File: config.mk
export PLATFORM = sky130hd
export DESIGN_NAME = lock_resolver
export DESIGN_NICKNAME = d
export VERILOG_FILES = /design/src/rtl/lock_resolver.sv
export SDC_FILE = /design/constraint.sdc
export NUM_CORES = 1
export LEC_CHECK = 0
export BUFFER_PORTS_ARGS = -buffer_cell sky130_fd_sc_hd__buf_2
export CELL_PAD_IN_SITES_DETAIL_PLACEMENT = 1
export CELL_PAD_IN_SITES_GLOBAL_PLACEMENT = 2
export CORE_AREA = 2 2 39 41
export CTS_BUF_LIST = sky130_fd_sc_hd__clkbuf_4
export DETAILED_ROUTE_END_ITERATION = 12
export DIE_AREA = 0 0 41 43
export PLACE_DENSITY = 0.83
export SYNTH_ARGS = -nofsm -noshare
export SYNTH_HDL_FRONTEND = slang
export SYNTH_SLANG_ARGS = --single-unit
export TNS_END_PERCENT = 100
File: constraint.sdc
create_clock -name clk -period 1.65 [get_ports clk]
set_clock_uncertainty 0.1 [all_clocks]
set_input_delay 0.33 -clock clk [delete_from_list [all_inputs] [get_ports clk]]
set_output_delay 0.33 -clock clk [all_outputs]
set_load 0.005 [all_outputs]
File: src/rtl/lock_resolver.sv
module lock_resolver #(
  parameter int ALIGN_W = 2
) (
  input  logic               clk,
  input  logic               rst_n,
  input  logic               host_stall,
  input  logic               pci_stall,
  input  logic [1:0]         xact_type,
  input  logic [ALIGN_W-1:0] xact_off,
  input  logic [ALIGN_W:0]   xact_len,
  input  logic               part_done,
  input  logic               cmd_pending,
  input  logic               wr_done,
  output logic               retry_req,
  output logic               discard_rd_data,
  output logic               fifo_pop
);
  localparam int SUM_W = ALIGN_W + 2;
  localparam logic [SUM_W-1:0] UNIT = SUM_W'(1 << ALIGN_W);

  logic armed, pw_wait;
  logic detect, is_rd, is_np, is_pw, spans, do_retry;
  logic [SUM_W-1:0] end_pos;

  assign end_pos  = SUM_W'(xact_off) + SUM_W'(xact_len);
  assign spans    = end_pos > UNIT;
  assign is_rd    = xact_type == 2'b01;
  assign is_pw    = xact_type == 2'b10;
  assign is_np    = xact_type == 2'b11;
  assign detect   = armed & ~pw_wait & host_stall & pci_stall;
  assign do_retry = detect & (is_rd | is_np);

  always_ff @(posedge clk) begin
    if (!rst_n) begin
      armed           <= 1'b1;
      pw_wait         <= 1'b0;
      retry_req       <= 1'b0;
      discard_rd_data <= 1'b0;
      fifo_pop        <= 1'b0;
    end else begin
      retry_req       <= do_retry;
      discard_rd_data <= detect & is_rd & spans & part_done;
      fifo_pop        <= do_retry & cmd_pending;
      if (detect) begin
        armed <= 1'b0;
        if (is_pw) pw_wait <= 1'b1;
      end else begin
        if (pw_wait && wr_done) pw_wait <= 1'b0;
        if (!armed && !pw_wait && !host_stall && !pci_stall) armed <= 1'b1;
      end
    end
  end
endmodule


==> results of run 1 <==
logic make-up (layout without fill, tap and decap cells):
group                    after synthesis  count (layout)  share of synthesized area, %
AND/OR/NAND/NOR                       11              11                         32.59
AO/OA/AOI/OAI                          5               5                         11.16
flip-flops                             5               5                         35.72
adder cells (fa/ha/maj)                3               3                         16.07
XOR/XNOR                               1               1                         3.126
buffers and inverters                  1              21                         1.338
sequential cells by signal, indices dropped and copies added, names as in the netlist:
register         cells
retry_req            1
pw_wait              1
discard_rd_data      1
armed                1
fifo_pop             1
routing by layer:
| metal | GRT usage, % | wire, µm |
|---|---|---|
| met5 | 0 | 0 |
| met4 | 0 | 0 |
| met3 | 7.853 | 70 |
| met2 | 13.13 | 294 |
| met1 | 8.414 | 229 |
metrics by stage:
step	setup TNS, ns	utilization [%]	hold slack (ns)	worst slack [ns]
2_1_floorplan	0	-	0.3062	0.1465
3_3_place_gp	-0.01852	27.49	0.4344	-0.01852
3_5_place_dp	-0.04456	27.49	0.4364	-0.04456
4_1_cts	0	29.66	0.1853	0.2127
5_1_grt	0	29.66	0.1843	0.1940
6_report	0	29.66	0.1901	0.2135
area by class of cell:
| type | instances | area [µm²] |
|---|---|---|
| fill | 176 | 973.4 |
| multi-input combinational | 20 | 176.4 |
| sequential | 5 | 100.1 |
| timing repair buffer | 16 | 80.08 |
| clock buffer | 4 | 30.03 |
| tap | 16 | 20.02 |
| inverter | 1 | 3.754 |
where the power goes:
part	internal (mW)	switching, mW	leakage [nW]
clock	0.108	0.0482	0.0184
sequential	0.125	0.00280	0.0407
combinational	0.0285	0.0232	0.141
total	0.261	0.0741	0.200
path summary, 6_finish.rpt:
kind / start / to / slack, ns
max: xact_off[0] / discard_rd_data / 0.21
min: cmd_pending / fifo_pop / 0.19
max reg2reg: armed / discard_rd_data / 0.66
min reg2reg: armed / retry_req / 0.45
==> summary.md, run 1 <==
| Metric | Value |
|---|---|
| Relative slew slack | `approximately nine tenths` |
| Post-Syn Nets | `43` |
| Yosys top cell by area | `dfxtp_1` |
| Synth async-reset ratio | `0%` |
| # IOs | `17` |
| Post-synthesis instance area | `280.3 µm²` |
| Critical path's top delay family | `adder cells` |
| Power Total | `0.3351 mW` |
| GPL Wtd Cong | `approximately 0.60` |
| Critical Path Slowest Stage Cell | `fa_1` |
| Area Overhead vs Synth | `46.43%` |
| # setup viols final | `0` |
| DP HPWL | `537.5 µm` |
| Sequential share of the synthesized area | `a little over a third` |
| Hold path depth | `2` |
| Critical path, cell by cell | `buf_2 > ha_1 > fa_1 > nor2_1 > o22ai_1 > and4b_1` |
| GRT Resource Usage Total | `8.350%` |
| Die height | `43 µm` |
| Clock Latency Late Sink | `0.24 ns` |
| Crit share post-route | `approximately 87%` |
| Post-route cell area | `410.4 µm²` |
| EDFF count, synth | `0` |
| Buf+Inv Stages, Crit Path | `1` |
| Drt wl/cell | `9.565 µm` |
| Initial antenna violation count | `0` |
| Result of the run | `complete, no violations` |
| Main synth FF type | `dfxtp_1` |
| Worst EP arrival | `~1.5 ns` |
| Post-route ant nets | `0` |
| Row count | `14` |
| Fmax | `0.6961 GHz` |
| CTS tree | `yes` |
| Cells after Synth | `26` |
| Leak | `between 0.2 and 0.25 nW` |
| Startpoint types | `primary input` |
| Placed Area | `about 380 µm²` |
| CTS H-tree depth | `1` |
| Layout cells sized above 1 | `approximately 50%` |
| Grt ovf | `0` |
| Die Wd | `41 µm` |
| CTS buffer count | `3` |
| Setup bufs post-CTS | `0` |
| RSZ-0062 raised after global routing | `no` |
| Vias per cell | `4.177` |
| Distinct cells, synth | `19` |
| Synth area leaders | `dfxtp_1 36%, ha_1 8.9%, nand4b_4 8.5%` |
| Antenna diode count | `0` |
| Synth top area share | `35.71%` |
| CORE AREA | `1384 µm²` |
| Nets | `64` |
| Clock Root Buffer | `clkbuf_4` |
| Count of input and output buffers | `16` |
| Commonest cells after routing, fill and taps aside | `16 x buf_2, 5 x dfxtp_1, 4 x clkbuf_4` |
| CTS max path bufs | `2` |
| Most instantiated library cell after synthesis | `dfxtp_1` |
| Initial DRC count | `1` |
| First-pass GRT wire length | `945 µm` |
| Finished Layout Cells | `62` |
| Power per cell area | `816.6 nW/µm²` |
| Worst setup EP type | `flip-flop` |
| Initial DRT Pass Iterations | `2` |
| Syn. warnings | `0` |
| Placed Cells | `58` |
| Max-slew violations | `0` |
| Worst VDD drop | `0.5418 mV` |
| Clock transition at path regs | `~0.04 ns` |
| Min-Delay Path Class | `in2reg` |
| Seq cells post-synth | `5` |
| Die area | `1763 µm²` |
| Vias in the first global route | `245` |
| TritonCTS Sinks | `5` |
| Routed Wire Length | `593 µm` |
| Post-CTS sizing | `0` |
| Max-cap violations | `0` |
| Most common cell after layout, fill and taps aside | `buf_2` |
| CTS Hold Buffers Added | `0` |
| Worst path max stage delay | `~0.44 ns` |
| # DRC | `0` |
| Post-Syn Area per Cell | `about 11 µm²` |
| Initial Util | `between 20% and 30%` |
| Vias | `259` |
| Pin count of the biggest net entering global routing | `5` |
| Post-synth top cells | `5 x dfxtp_1, 3 x nor2_1, 2 x ha_1` |
| Final hold violation count | `0` |
| Reg2reg path depth | `3` |
| Setup CP Type | `in2reg` |
| Worst-margin pin slew | `0.1633 ns` |
| WP depth | `6` |
| Tmin final | `roughly 1.4 ns` |
| CP Max Fanout | `2` |
| Req. time, crit path | `roughly 1.7 ns` |
No activity file was read; power rests on OpenSTA's default activity.
==> run 2: changes to the inputs <==
- ABC_CLOCK_PERIOD_IN_PS: unset -> 1300
- CORE_AREA: 2 2 39 41 -> unset
- CORE_MARGIN: unset -> 1.5
- CORE_UTILIZATION: unset -> 21
- DIE_AREA: 0 0 41 43 -> unset
- PLACE_DENSITY: 0.83 -> 0.85
- RECOVER_POWER: unset -> 50
- clock period: 1.65 -> 1.3 ns (I/O delays scaled with it)
==> run 2 against run 1 <==
  * Worst hold slack worse by 0.072 ns
  * Sequential share of layout area down 0.72 points
  * First-iteration DRC count down 100%
  * Wire length up 12%
  * Total power up 30%
  * Critical endpoint unchanged
  * Largest power group unchanged
==> summary.md, run 2 (same netlist as run 1, synthesis figures left out) <==
| Metric | Value |
|---|---|
| Result of the run | `complete, no violations` |
| Startpoint types | `primary input` |
| Max-cap violations | `0` |
| Most common cell after layout, fill and taps aside | `buf_2` |
| Min-Delay Path Class | `in2reg` |
| Hold path start | `cmd_pending` |
| Leak | `0.2030 nW` |
| Setup CP Type | `in2reg` |
| Crit path from | `xact_off[0]` |
| GPL Wtd Cong | `between 0.5 and 0.6` |
| Routed Wire Length | `663 µm` |
| Commonest cells after routing, fill and taps aside | `16 x buf_2, 5 x dfxtp_1, 4 x clkbuf_4` |
| Clock Latency Late Sink | `0.24 ns` |
| TritonCTS Sinks | `5` |
| Post-route ant nets | `0` |
| Die Wd | `~40 µm` |
| Antenna diode count | `0` |
| Vias | `266` |
| Fmax | `0.7789 GHz` |
| Clock transition at path regs | `0.05 ns` |
| Worst EP arrival | `1.36 ns` |
| Initial DRC count | `0` |
| Post-CTS sizing | `0` |
| CTS H-tree depth | `1` |
| Vias in the first global route | `255` |
| Die height | `39.53 µm` |
| Die area | `1563 µm²` |
| Grt ovf | `0` |
| Setup bufs post-CTS | `0` |
| Worst VDD drop | `0.3495 mV` |
| # IOs | `17` |
| Placed Cells | `58` |
| RSZ-0062 raised after global routing | `yes` |
| Drt wl/cell | `10.69 µm` |
| GRT Resource Usage Total | `10.01%` |
| Row count | `12` |
| CTS tree | `yes` |
| Fillers | `145` |
| Worst-margin pin slew | `0.2252 ns` |
| Vias per cell | `approximately 4.3` |
| Initial DRT Pass Iterations | `1` |
| Hold WS | `0.1178 ns` |
| Layout cells sized above 1 | `between 50 and 60%` |
| Placed Area | `407.9 µm²` |
| Worst setup EP type | `flip-flop` |
| Final core occ | `36.11%` |
| Nets | `66` |
| CTS Hold Buffers Added | `0` |
| Finished Layout Cells | `62` |
| Post-route cell area | `422.9 µm²` |
| CP Max Fanout | `2` |
| # setup viols final | `0` |
| CTS max path bufs | `2` |
| Reg2reg path depth | `3` |
| Pin count of the biggest net entering global routing | `5` |
| First-pass GRT wire length | `986 µm` |
| Tmin final | `1.284 ns` |
| Clock Root Buffer | `clkbuf_4` |
| Max-slew violations | `0` |
| RR Startpoint | `pw_wait` |
| CTS buffer count | `3` |
| Power per cell area | `1029 nW/µm²` |
| Relative slew slack | `84.91%` |
| Final hold violation count | `0` |
| Area Overhead vs Synth | `50.89%` |
| Initial antenna violation count | `0` |
| # DRC | `0` |
| CORE AREA | `roughly 1200 µm²` |
| Hold path depth | `2` |
| Initial Util | `23.93%` |
| Count of input and output buffers | `16` |
| Crit share post-route | `98.76%` |
| Req. time, crit path | `1.38 ns` |
[run 2: critical path, cell delays in order]
cell and delay (ns):
buf_2 0.12, ha_4 0.16, fa_2 0.51, nor2_1 0.05
o22ai_1 0.09, and4b_1 0.19
[run 2: per-layer routing]
metal  track usage, %  wire length [µm]
met5                0                 0
met4            7.759                 0
met3            3.409                78
met2            15.57               306
met1            10.92               277
[run 2: final cells by class]
| type | count | area [µm²] | share of cell area [%] |
|---|---|---|---|
| Sequential cell | 5 | 100.1 | 23.67 |
| Clock buffer | 4 | 30.03 | 7.101 |
| Inverter | 1 | 3.754 | 0.8876 |
| Timing Repair Buffer | 18 | 95.09 | 22.49 |
| Multi-Input combinational cell | 20 | 176.4 | 41.72 |
| Tap cell | 14 | 17.52 | 4.142 |
[run 2: per-stage QoR]
| stage | setup WS, ns | power (mW) | setup TNS (ns) |
|---|---|---|---|
| after floorplan | -0.05468 | 0.1999 | -0.05468 |
| after CTS | 0.01135 | 0.4525 | 0 |
| after global routing | -0.03520 | 0.4619 | -0.03520 |
| after detailed placement | -0.2418 | 0.2422 | -0.2418 |
| final | 0.01612 | 0.4352 | 0 |
| after global placement | -0.2143 | 0.2391 | -0.2143 |
[run 2: path summary, 6_finish.rpt]
kind / slack [ns] / to
hold reg to reg: 0.48 / armed
hold / removal: 0.12 / fifo_pop
setup reg to reg: 0.17 / discard_rd_data
setup / recovery: 0.02 / discard_rd_data
[run 2: power by group]
group / internal [mW] / total [mW] / switching (mW)
registers: 0.158 / 0.161 / 0.00281
logic: 0.0401 / 0.0714 / 0.0312
clock network: 0.137 / 0.203 / 0.0659
total: 0.335 / 0.435 / 0.0999
